## src/rtl/mux_bus_demux_pkg.sv

```systemverilog
package mux_bus_demux_pkg;
  typedef enum logic [1:0] {
    TS_IDLE = 2'd0,
    TS_T2   = 2'd1,
    TS_T3   = 2'd2,
    TS_T4   = 2'd3
  } tstate_e;
endpackage

```

## src/rtl/mux_addr_latch.sv

```systemverilog
module mux_addr_latch #(
  parameter int LO_W = 8,
  parameter int HI_W = 4
) (
  input  logic            clk,
  input  logic            rst_n,
  input  logic            ale,
  input  logic [LO_W-1:0] lo_in,
  input  logic [HI_W-1:0] hi_in,
  output logic [LO_W-1:0] lo_q,
  output logic [HI_W-1:0] hi_q
);
  always_ff @(posedge clk) begin
    if (!rst_n) begin
      lo_q <= '0;
      hi_q <= '0;
    end else if (ale) begin
      lo_q <= lo_in;
      hi_q <= hi_in;
    end
  end

  AST_LATCH_LOAD: assert property (@(posedge clk) disable iff (!rst_n)
    ale |=> (lo_q == $past(lo_in)) && (hi_q == $past(hi_in)));
  AST_ADDR_HOLD: assert property (@(posedge clk) disable iff (!rst_n)
    !ale |=> $stable(lo_q) && $stable(hi_q));
endmodule

```

## src/rtl/mux_tstate_track.sv

```systemverilog
module mux_tstate_track
  import mux_bus_demux_pkg::*;
(
  input  logic    clk,
  input  logic    rst_n,
  input  logic    ale,
  input  logic    cyc_wr,
  output tstate_e state,
  output logic    wr_q
);
  always_ff @(posedge clk) begin
    if (!rst_n) begin
      state <= TS_IDLE;
      wr_q  <= 1'b0;
    end else if (ale) begin
      state <= TS_T2;
      wr_q  <= cyc_wr;
    end else begin
      unique case (state)
        TS_T2:   state <= TS_T3;
        TS_T3:   state <= TS_T4;
        default: state <= TS_IDLE;
      endcase
    end
  end

  AST_T2_AFTER_ALE: assert property (@(posedge clk) disable iff (!rst_n)
    ale |=> state == TS_T2);
  AST_IDLE_AFTER_T4: assert property (@(posedge clk) disable iff (!rst_n)
    (state == TS_T4 && !ale) |=> state == TS_IDLE);
endmodule

```

## src/rtl/mux_data_steer.sv

```systemverilog
module mux_data_steer
  import mux_bus_demux_pkg::*;
#(
  parameter int DATA_W = 8
) (
  input  logic              clk,
  input  logic              rst_n,
  input  tstate_e           state,
  input  logic              wr_q,
  input  logic              io_m,
  input  logic              rd_n,
  input  logic              wr_n,
  input  logic [DATA_W-1:0] ad_i,
  input  logic [DATA_W-1:0] mem_d_i,
  output logic [DATA_W-1:0] ad_o,
  output logic              ad_oe,
  output logic [DATA_W-1:0] mem_d_o,
  output logic              mem_d_oe,
  output logic              den,
  output logic              dt_tx,
  output logic              mem_rd_n,
  output logic              mem_wr_n,
  output logic              io_rd_n,
  output logic              io_wr_n
);
  logic in_window;

  always_comb begin
    unique case (state)
      TS_T2, TS_T3: in_window = 1'b1;
      TS_T4:        in_window = wr_q;
      default:      in_window = 1'b0;
    endcase
    den      = in_window;
    dt_tx    = wr_q;
    ad_oe    = in_window & ~wr_q;
    mem_d_oe = in_window & wr_q;
    ad_o     = mem_d_i;
    mem_d_o  = ad_i;
    mem_rd_n = rd_n | io_m;
    mem_wr_n = wr_n | io_m;
    io_rd_n  = rd_n | ~io_m;
    io_wr_n  = wr_n | ~io_m;
  end

  AST_ONE_DRIVER: assert property (@(posedge clk) disable iff (!rst_n)
    !(ad_oe && mem_d_oe));
  AST_RD_SPACE_EXCL: assert property (@(posedge clk) disable iff (!rst_n)
    !(!mem_rd_n && !io_rd_n));
  AST_WR_T4_EN: assert property (@(posedge clk) disable iff (!rst_n)
    (state == TS_T4 && wr_q) |-> den);
endmodule

```

## src/rtl/mux_bus_demux.sv

```systemverilog
module mux_bus_demux
  import mux_bus_demux_pkg::*;
#(
  parameter int LO_W  = 8,
  parameter int MID_W = 8,
  parameter int HI_W  = 4,
  localparam int ADDR_W = LO_W + MID_W + HI_W
) (
  input  logic              clk,
  input  logic              rst_n,
  input  logic              ale,
  input  logic              cyc_wr,
  input  logic              io_m,
  input  logic              rd_n,
  input  logic              wr_n,
  input  logic [LO_W-1:0]   ad_i,
  output logic [LO_W-1:0]   ad_o,
  output logic              ad_oe,
  input  logic [MID_W-1:0]  a_mid,
  input  logic [HI_W-1:0]   a_hi_st,
  input  logic [LO_W-1:0]   mem_d_i,
  output logic [LO_W-1:0]   mem_d_o,
  output logic              mem_d_oe,
  output logic [ADDR_W-1:0] addr,
  output logic              den,
  output logic              dt_tx,
  output logic              mem_rd_n,
  output logic              mem_wr_n,
  output logic              io_rd_n,
  output logic              io_wr_n
);
  logic [LO_W-1:0] lo_q;
  logic [HI_W-1:0] hi_q;
  tstate_e         state;
  logic            wr_q;

  mux_addr_latch #(.LO_W(LO_W), .HI_W(HI_W)) u_latch (
    .clk(clk), .rst_n(rst_n), .ale(ale),
    .lo_in(ad_i), .hi_in(a_hi_st), .lo_q(lo_q), .hi_q(hi_q)
  );

  mux_tstate_track u_track (
    .clk(clk), .rst_n(rst_n), .ale(ale), .cyc_wr(cyc_wr),
    .state(state), .wr_q(wr_q)
  );

  mux_data_steer #(.DATA_W(LO_W)) u_steer (
    .clk(clk), .rst_n(rst_n), .state(state), .wr_q(wr_q),
    .io_m(io_m), .rd_n(rd_n), .wr_n(wr_n),
    .ad_i(ad_i), .mem_d_i(mem_d_i),
    .ad_o(ad_o), .ad_oe(ad_oe), .mem_d_o(mem_d_o), .mem_d_oe(mem_d_oe),
    .den(den), .dt_tx(dt_tx),
    .mem_rd_n(mem_rd_n), .mem_wr_n(mem_wr_n),
    .io_rd_n(io_rd_n), .io_wr_n(io_wr_n)
  );

  assign addr = {hi_q, a_mid, lo_q};

  AST_MID_THRU: assert property (@(posedge clk) disable iff (!rst_n)
    addr[LO_W+MID_W-1:LO_W] == a_mid);
endmodule

```

## config.mk

```make
export PLATFORM = sky130hd
export DESIGN_NAME = mux_bus_demux
export DESIGN_NICKNAME = d
export VERILOG_FILES = /design/src/rtl/mux_bus_demux_pkg.sv /design/src/rtl/mux_addr_latch.sv /design/src/rtl/mux_tstate_track.sv /design/src/rtl/mux_data_steer.sv /design/src/rtl/mux_bus_demux.sv
export SDC_FILE = /design/constraint.sdc
export NUM_CORES = 1
export LEC_CHECK = 0
export ABC_CLOCK_PERIOD_IN_PS = 2300
export CAP_MARGIN = 0
export CORE_MARGIN = 2
export CORE_UTILIZATION = 30
export DETAILED_ROUTE_END_ITERATION = 8
export DONT_BUFFER_PORTS = 1
export GPL_ROUTABILITY_DRIVEN = 0
export GPL_TIMING_DRIVEN = 0
export PLACE_DENSITY = 0.45
export SYNTH_ARGS = -nofsm -noshare
export SYNTH_HDL_FRONTEND = slang
export SYNTH_SLANG_ARGS = --single-unit
export TNS_END_PERCENT = 5
```

## constraint.sdc

```tcl
create_clock -name clk -period 2.3 [get_ports clk]
set_clock_uncertainty 0.2 [all_clocks]
set_input_delay 0.46 -clock clk [delete_from_list [all_inputs] [get_ports clk]]
set_output_delay 0.46 -clock clk [all_outputs]
set_load 0.03 [all_outputs]
```

======== Word level (Yosys, flattened, before mapping) ========
Cells that the tools add are included.
W data, S select, Z words.
word-level totals
  bits in registers ....................... 15
  latch bits .............................. 0
  memory bits (writable) .................. 0
  ROM bits ................................ 0
  output and inout port bits .............. 44
  word-level logic and storage cells ...... 22
  memories kept ........................... 0
operators by class
  add/sub/neg operators ................... 0
  multipliers ............................. 0
  divide/modulo/power cells ............... 0
  magnitude comparators ................... 0
  eq/ne operators ......................... 3
  shifts and indexed selects .............. 0
  muxes and demuxes ....................... 3
  bitwise logic cells ..................... 9
  reduce and logical (&&, ||, !) cells .... 2
operator list
  operator              count
  $eq A2 B2 Y1 const B  2
  $or A1 B1 Y1          4
  $pmux W2 S2           1
  $reduce_or A2 Y1      2
  $not A1 Y1            3
  $and A1 B1 Y1         2
  $eq A2 B1 Y1 const B  1
  $pmux W1 S2           1
  $mux W1               1

======== Logic depth before layout (Yosys ltp) ========
Gate-level depths: netlist (run 1).
  depth after elaboration ................. 4
  depth in mapped cells ................... 4
  depth with buffers taken out ............ 4

======== Hierarchy ========
A second synthesis (run 1) with hierarchy kept.
second synthesis, totals
  cell total of the unflattened synthesis .. 85
  area total of the unflattened synthesis .. 840.8 um^2
by module, submodules not included
  module            instances  cells each  area each (um^2)  seq. area each (um^2)
  mux_addr_latch    1          38          450.4             240.2
  mux_data_steer    1          30          222.7             0.0
  mux_tstate_track  1          9           107.6             60.1
  mux_bus_demux     1          8           60.1              0.0

======== Worst setup path before layout (run 1) ========
OpenSTA, ideal clock, no wires.
  kind .................................... reg-to-output
  from .................................... register u_track.state[1]
  to ...................................... output mem_d_oe
  arrival ................................. 1,445 ps
  setup slack ............................. 195 ps
  stages on the path, launching flop included .. 5
  path buffers ............................ 0
  cell sequence ........................... dfxtp_1 -> inv_1 -> ha_1 -> nor2_1 -> nor3b_1
on the way
  cells in the longest elaborated chain, start to end .. 4
  elaborated cells on any way between the ends .. 6
  those cells by class .................... eq/ne (3); mux (1); bitwise (1); reduce/logical (1)
ends and longest elaborated chain
  item                                                 RTL line                RTL
  start, declared                                      mux_tstate_track.sv:8   output tstate_e state,
  start signal, assigned                               mux_tstate_track.sv:13  state <= TS_IDLE;
  start signal, assigned                               mux_tstate_track.sv:16  state <= TS_T2;
  start signal, assigned                               mux_tstate_track.sv:20  TS_T2: state <= TS_T3;
  $eq A2 B1 Y1 / $eq A2 B2 Y1 (equally long branches)  mux_data_steer.sv:29    unique case (state)
  $reduce_or A2 Y1                                     mux_data_steer.sv:29
  $pmux W1 S2 *                                        mux_data_steer.sv:29
  $and A1 B1 Y1 *                                      mux_data_steer.sv:37    mem_d_oe = in_window & wr_q;
  end, declared                                        mux_bus_demux.sv:23     output logic mem_d_oe,
Mark *: on every way between the ends. The rest lies on a longest branch, timed or not.

======== Worst setup path in the final report (run 1) ========
Ends and elaborated chain as after synthesis.

==> results of run 1 <==
-- logic make-up (layout without fill, tap and decap cells) --
| group | count (synthesis) | count (layout) | synth area share (%) |
|---|---|---|---|
| buf+inv | 29 | 33 | 26.5 |
| fa+ha+maj | 3 | 3 | 4.47 |
| compound gates | 2 | 2 | 1.49 |
| flops | 15 | 15 | 35.8 |
| simple gates | 23 | 23 | 16.2 |
| mux | 13 | 13 | 15.5 |
-- flip-flops by register name (all words and copies together), names as in the netlist --
name	flops
u_latch.hi_q	4
u_track.state	2
u_track.wr_q	1
u_latch.lo_q	8
-- what timing repair did --
action,in CTS,in global routing
setup endpoints to repair,2,1
hold endpoints to repair,0,0
hold buffers,0,0
resized for setup,2,1
gates cloned,0,0
-- critical path, stage by stage, from the launching register on --
cell and delay, ps:
dfxtp_1 360, inv_1 50, ha_1 320, nor2_1 60, nor3b_2 450
-- placed cells by master, fill, tap and decap left out, drive strengths merged --
master and n:
o21a 1, nand2 1, mux2i 13, nor3b 2, buf 26, or2 2, clkbuf 5, nor2b 13
ha 3, a21oi 1, dfxtp 15, nand2b 2, inv 2, nor2 3
-- how the worst max path moves through the flow --
| stage | startpoint | to |
|---|---|---|
| 2_1_floorplan | u_track.state[1] | mem_d_oe |
| 3_3_place_gp | u_track.state[1] | mem_d_oe |
| 3_5_place_dp | u_track.state[1] | mem_d_oe |
| 4_1_cts | u_track.state[1] | mem_d_oe |
| 5_1_grt | u_track.state[1] | mem_d_oe |
| 6_report | u_track.state[1] | mem_d_oe |
-- power groups by stage --
stage                     Sequential [mW]  Clock (mW)  Combinational (mW)
after detailed placement            0.318           0               0.147
after global routing                0.314       0.174               0.157
after CTS                           0.312       0.158               0.148
after floorplan                     0.315           0               0.137
final                               0.312       0.148               0.147
after global placement              0.318           0               0.146
-- layer usage --
layer  wire length (microns)  part of all wire (%)  GRT usage (%)  vias up
met5                       0                     0              0        -
met1                     554                    38           8.39      231
met2                     715                    49           16.7       47
met3                     200                    14           2.07        0
met4                       0                     0           6.98        0
li1                        -                     -              -      255
-- metrics by stage --
stage | util (%) | cells | setup WS, ps | power [mW]
finish | 33.8 | 120 | 111 | 0.607
floorplan | - | 85 | 195 | 0.452
CTS | 33.7 | 120 | 90.3 | 0.618
global placement | 32.4 | 116 | 130 | 0.464
global route | 33.8 | 120 | 6.90 | 0.646
detailed placement | 32.4 | 116 | 125 | 0.465
-- layout make-up --
class / count / area, sq um
plain buffers: 27 / 215
inverters: 2 / 7.51
clock buffers: 4 / 26.3
multi-input cells: 41 / 329
fillers: 298 / 1790
well taps: 31 / 38.8
flip-flops and latches: 15 / 300
==> impl_metrics.ini, run 1 <==
[final_layout]
final_nets = 128
area_growth_pct = 9.24
design_area_sq_um = 917
drive_gt1_share_pct = 38.2
antennaDiodeCount = 0

[run_status]
status = completed

[global_route]
grt_max_degree = 11
grt_pass1_vias = 514
antenna_found_initial = 0
grt_overflow = 0
grt_pass1_wl_mm = 2.20
gr-usage-all-layers_pct = 9.05

[min_path]
min-delay-start = rst_n
holdCritPathClass = input pin to flip-flop
hold_depth = 1
min_to = u_latch.lo_q[7]

[timing]
tightest_slew_ps = 529
clock.fmax_mhz = 457
finalCriticalPeriod_ps = 2190
slew-limit-headroom_pct = 64.6
hold_viol_final = 0
holdWs_ps = 105
setup_violations = 0
report.final.slew_viol_count = 0
rsz0062_at_grt = false
fin_crit_sh_pct = 95.2
setup_tns_ps = 0

[die]
die_area_sq_um = 3240
fp-row-count = 19
die_h_microns = 56.9
start_util_pct = 31.0
io_pins = 79
die_width_microns = 56.9
core-area_sq_um = 2710

[logic_synthesis]
syn_avg_cell_area_sq_um = 9.88
yosys.area.top_type = dfxtp_1
synth_edf_count = 0
synth_nets = 123
yosysMostFrequentCell = buf_4
synth_cell_types = 16
yosysSeqAreaShare_pct = 35.8
synth_flop_cell = dfxtp_1
synth.top_cell.area_share_pct = 35.8
async_flop_share_pct = 0
yosys-top-cells-count = buf_4 (24), dfxtp_1 (15), mux2i_1 (13), nor2b_1 (13)
netlist_instances = 85
synth_seq_cells = 15
synth-warning-count = 0
synthesis.area_sq_um = 840
synth.area.top_cells = dfxtp_1 (36%), buf_4 (21%), mux2i_1 (15%)

[clocking]
cts_tree = built
insertion_delay_ps = 280
numCtsBuffers = 3
cts_root_buf = clkbuf_4
clock_sinks = 15
cts_max_path_buffers = 2
cts_max_level = 1
post-cts-setup-buffers = 0
path_clk_slew_ps = 90

[worst_setup_path]
cp-start-kind = flip-flop
cp_max_fo = 4
reg2regPathDepth = 4
regToRegSetupSlack_ps = 1170
critical_path_class = flip-flop to primary output
arrival_ps = 1530
cp-end-kind = primary output
r2r-start = u_track.state[1]
rr_endpoint = u_track.state[1]
cp_data_required_time_ps = 1640

[power_and_ir_drop]
swShare_pct = 34.1
netSwitchingPower_uw = 207
combPwrFrac_pct = 24.3
p_int_uw = 400
clockPowerShare_pct = 24.4
power_per_cell_area_nw_per_um2 = 662
ir_drop_uv = 277
pwr-share-seq_pct = 51.3
p_leak_nw = 0.422

[placed_design]
port_buffers = 0
placement.cell_area_sq_um = 878
post-dp-hpwl_mm = 1.16

[route]
avgRoutedWirePerCell_microns = 12.2
ant_nets = 0
routed_wl_mm = 1.47
drt_first_iter_violations = 13
vias = 533
drc = 0
dr.pass1.iters = 4
drt-vias-per-instance = 4.44

[job]
max-cap-violations = 0
No activity file was read; power rests on OpenSTA's default activity.
==> inputs of run 2 (changes only) <==
Settings changed: CORE_UTILIZATION 30 to 35, PLACE_DENSITY 0.45 to 0.5, SKIP_CTS_REPAIR_TIMING set to 1.
==> impl_metrics.ini, run 2 (synthesis gave the netlist of run 1 again) <==
[run_status]
status = completed

[die]
start_util_pct = 37.6
fp-row-count = 17
die_area_sq_um = 2810
core-area_sq_um = 2230
die_width_microns = 53.0
die_h_microns = 53.0
io_pins = 79

[route]
dr.pass1.iters = 2
drt_first_iter_violations = 3
drc = 0
ant_nets = 0
drt-vias-per-instance = 4.56
avgRoutedWirePerCell_microns = 11.9
routed_wl_mm = 1.40
vias = 533

[power_and_ir_drop]
power_per_cell_area_nw_per_um2 = 663
p_total_uw = 604
p_leak_nw = 0.422
ir_drop_uv = 277

[final_layout]
area_growth_pct = 8.49
final_nets = 128
largestRegisters = u_latch.lo_q: 8 flops, u_latch.hi_q: 4 flops, u_track.state: 2 flops
regMostFlops = u_latch.lo_q
drive_gt1_share_pct = 37.1
antennaDiodeCount = 0
instances_no_fill = 117
final_cell_mix = buf_4 (24), dfxtp_1 (15), mux2i_1 (13), nor2b_1 (13)
largest_reg_flops = 8
fillCellCount = 231
post-route-util_pct = 40.8
layout_commonest_cell = buf_4

[worst_setup_path]
cpLargestDelayFamily = simple AND/OR/NAND/NOR gates
crit_slowest_cell = nor3b_2
arrival_ps = 1530
path_cells = inv_1 -> ha_1 -> nor2_1 -> nor3b_2
cp_max_fo = 4
reg2regPathDepth = 4
regToRegSetupSlack_ps = 1150
cp-start-kind = flip-flop
r2r-start = u_track.state[0]
crit_buf_inv = 1
rr_endpoint = u_track.state[1]
critPathMaxStageDelay_ps = 460
cp-end-kind = primary output
cp_data_required_time_ps = 1640
critical_path_class = flip-flop to primary output

[timing]
clock.fmax_mhz = 456
report.final.slew_viol_count = 0
finalCriticalPeriod_ps = 2190
rsz0062_at_grt = false
hold_viol_final = 0
fin_crit_sh_pct = 95.3
tightest_slew_ps = 547
fin_ws_ps = 107
setup_violations = 0
setup_tns_ps = 0
slew-limit-headroom_pct = 63.4

[global_route]
grt_pass1_vias = 411
grt_overflow = 0
gr-usage-all-layers_pct = 9.48
grt_pass1_wl_mm = 1.86
antenna_found_initial = 0
grt_max_degree = 11

[job]
max-cap-violations = 0

[clocking]
clock_sinks = 15
insertion_delay_ps = 270
cts_root_buf = clkbuf_4
cts_max_level = 1
cts_tree = built
cts_max_path_buffers = 2
path_clk_slew_ps = 90
numCtsBuffers = 3

[min_path]
min_to = u_track.wr_q
min-delay-start = rst_n
holdCritPathClass = input pin to flip-flop
hold_depth = 1

[placed_design]
pre_cts_slack_ps = 105
dp.cells = 113
port_buffers = 0
post-dp-hpwl_mm = 1.10
[run 2: cell count changes in the layout (fill, tap and decap cells not counted)]
cell    change
nor2_2      -1
nor2_1      +1
[run 2: through the flow]
step	cell area, sq um	hold slack (ps)
after floorplan	840	386
after global placement	875	394
after detailed placement	875	398
after CTS	901	100
after global routing	911	103
final	911	110
[run 2: layout make-up]
type                            instances  area (sq um)  area share (%)
Buffer                                 27           215            23.6
Clock buffer                            4          26.3            2.88
Inverter                                2          7.51           0.824
Multi-Input combinational cell         41           327            35.9
Sequential cell                        15           300            33.0
Tap cell                               28          35.0            3.85
[run 2: worst reg2reg max path, stage by stage (launching register included)]
cell and delay (ps):
dfxtp_1 350, inv_1 60, ha_1 330, nand2_1 70, nor2_1 40
[run 2: how the worst max path moves through the flow]
stage                                 from        to  slack [ps]  cells after the start
final                     u_track.state[1]  mem_d_oe         110                      4
after global routing      u_track.state[1]  mem_d_oe          20                      4
after CTS                 u_track.state[1]  mem_d_oe        -220                      4
after detailed placement  u_track.state[1]  mem_d_oe         100                      4
after global placement    u_track.state[0]  mem_d_oe         130                      4
after floorplan           u_track.state[1]  mem_d_oe         190                      4
[run 2: layer usage]
layer / share of wire (%) / up-vias / track usage (%) / routed length, microns
li1: - / 253 / - / -
met1: 37 / 232 / 11.2 / 510
met2: 49 / 48 / 14.4 / 678
met3: 15 / 0 / 3.95 / 205
met4: 0 / 0 / 5.13 / 0
met5: 0 / - / 0 / 0
[run 2: power by group]
part	internal (mW)	switching, mW
sequential	0.275	0.0370
clock	0.0671	0.0791
combinational	0.0580	0.0880
total	0.400	0.204
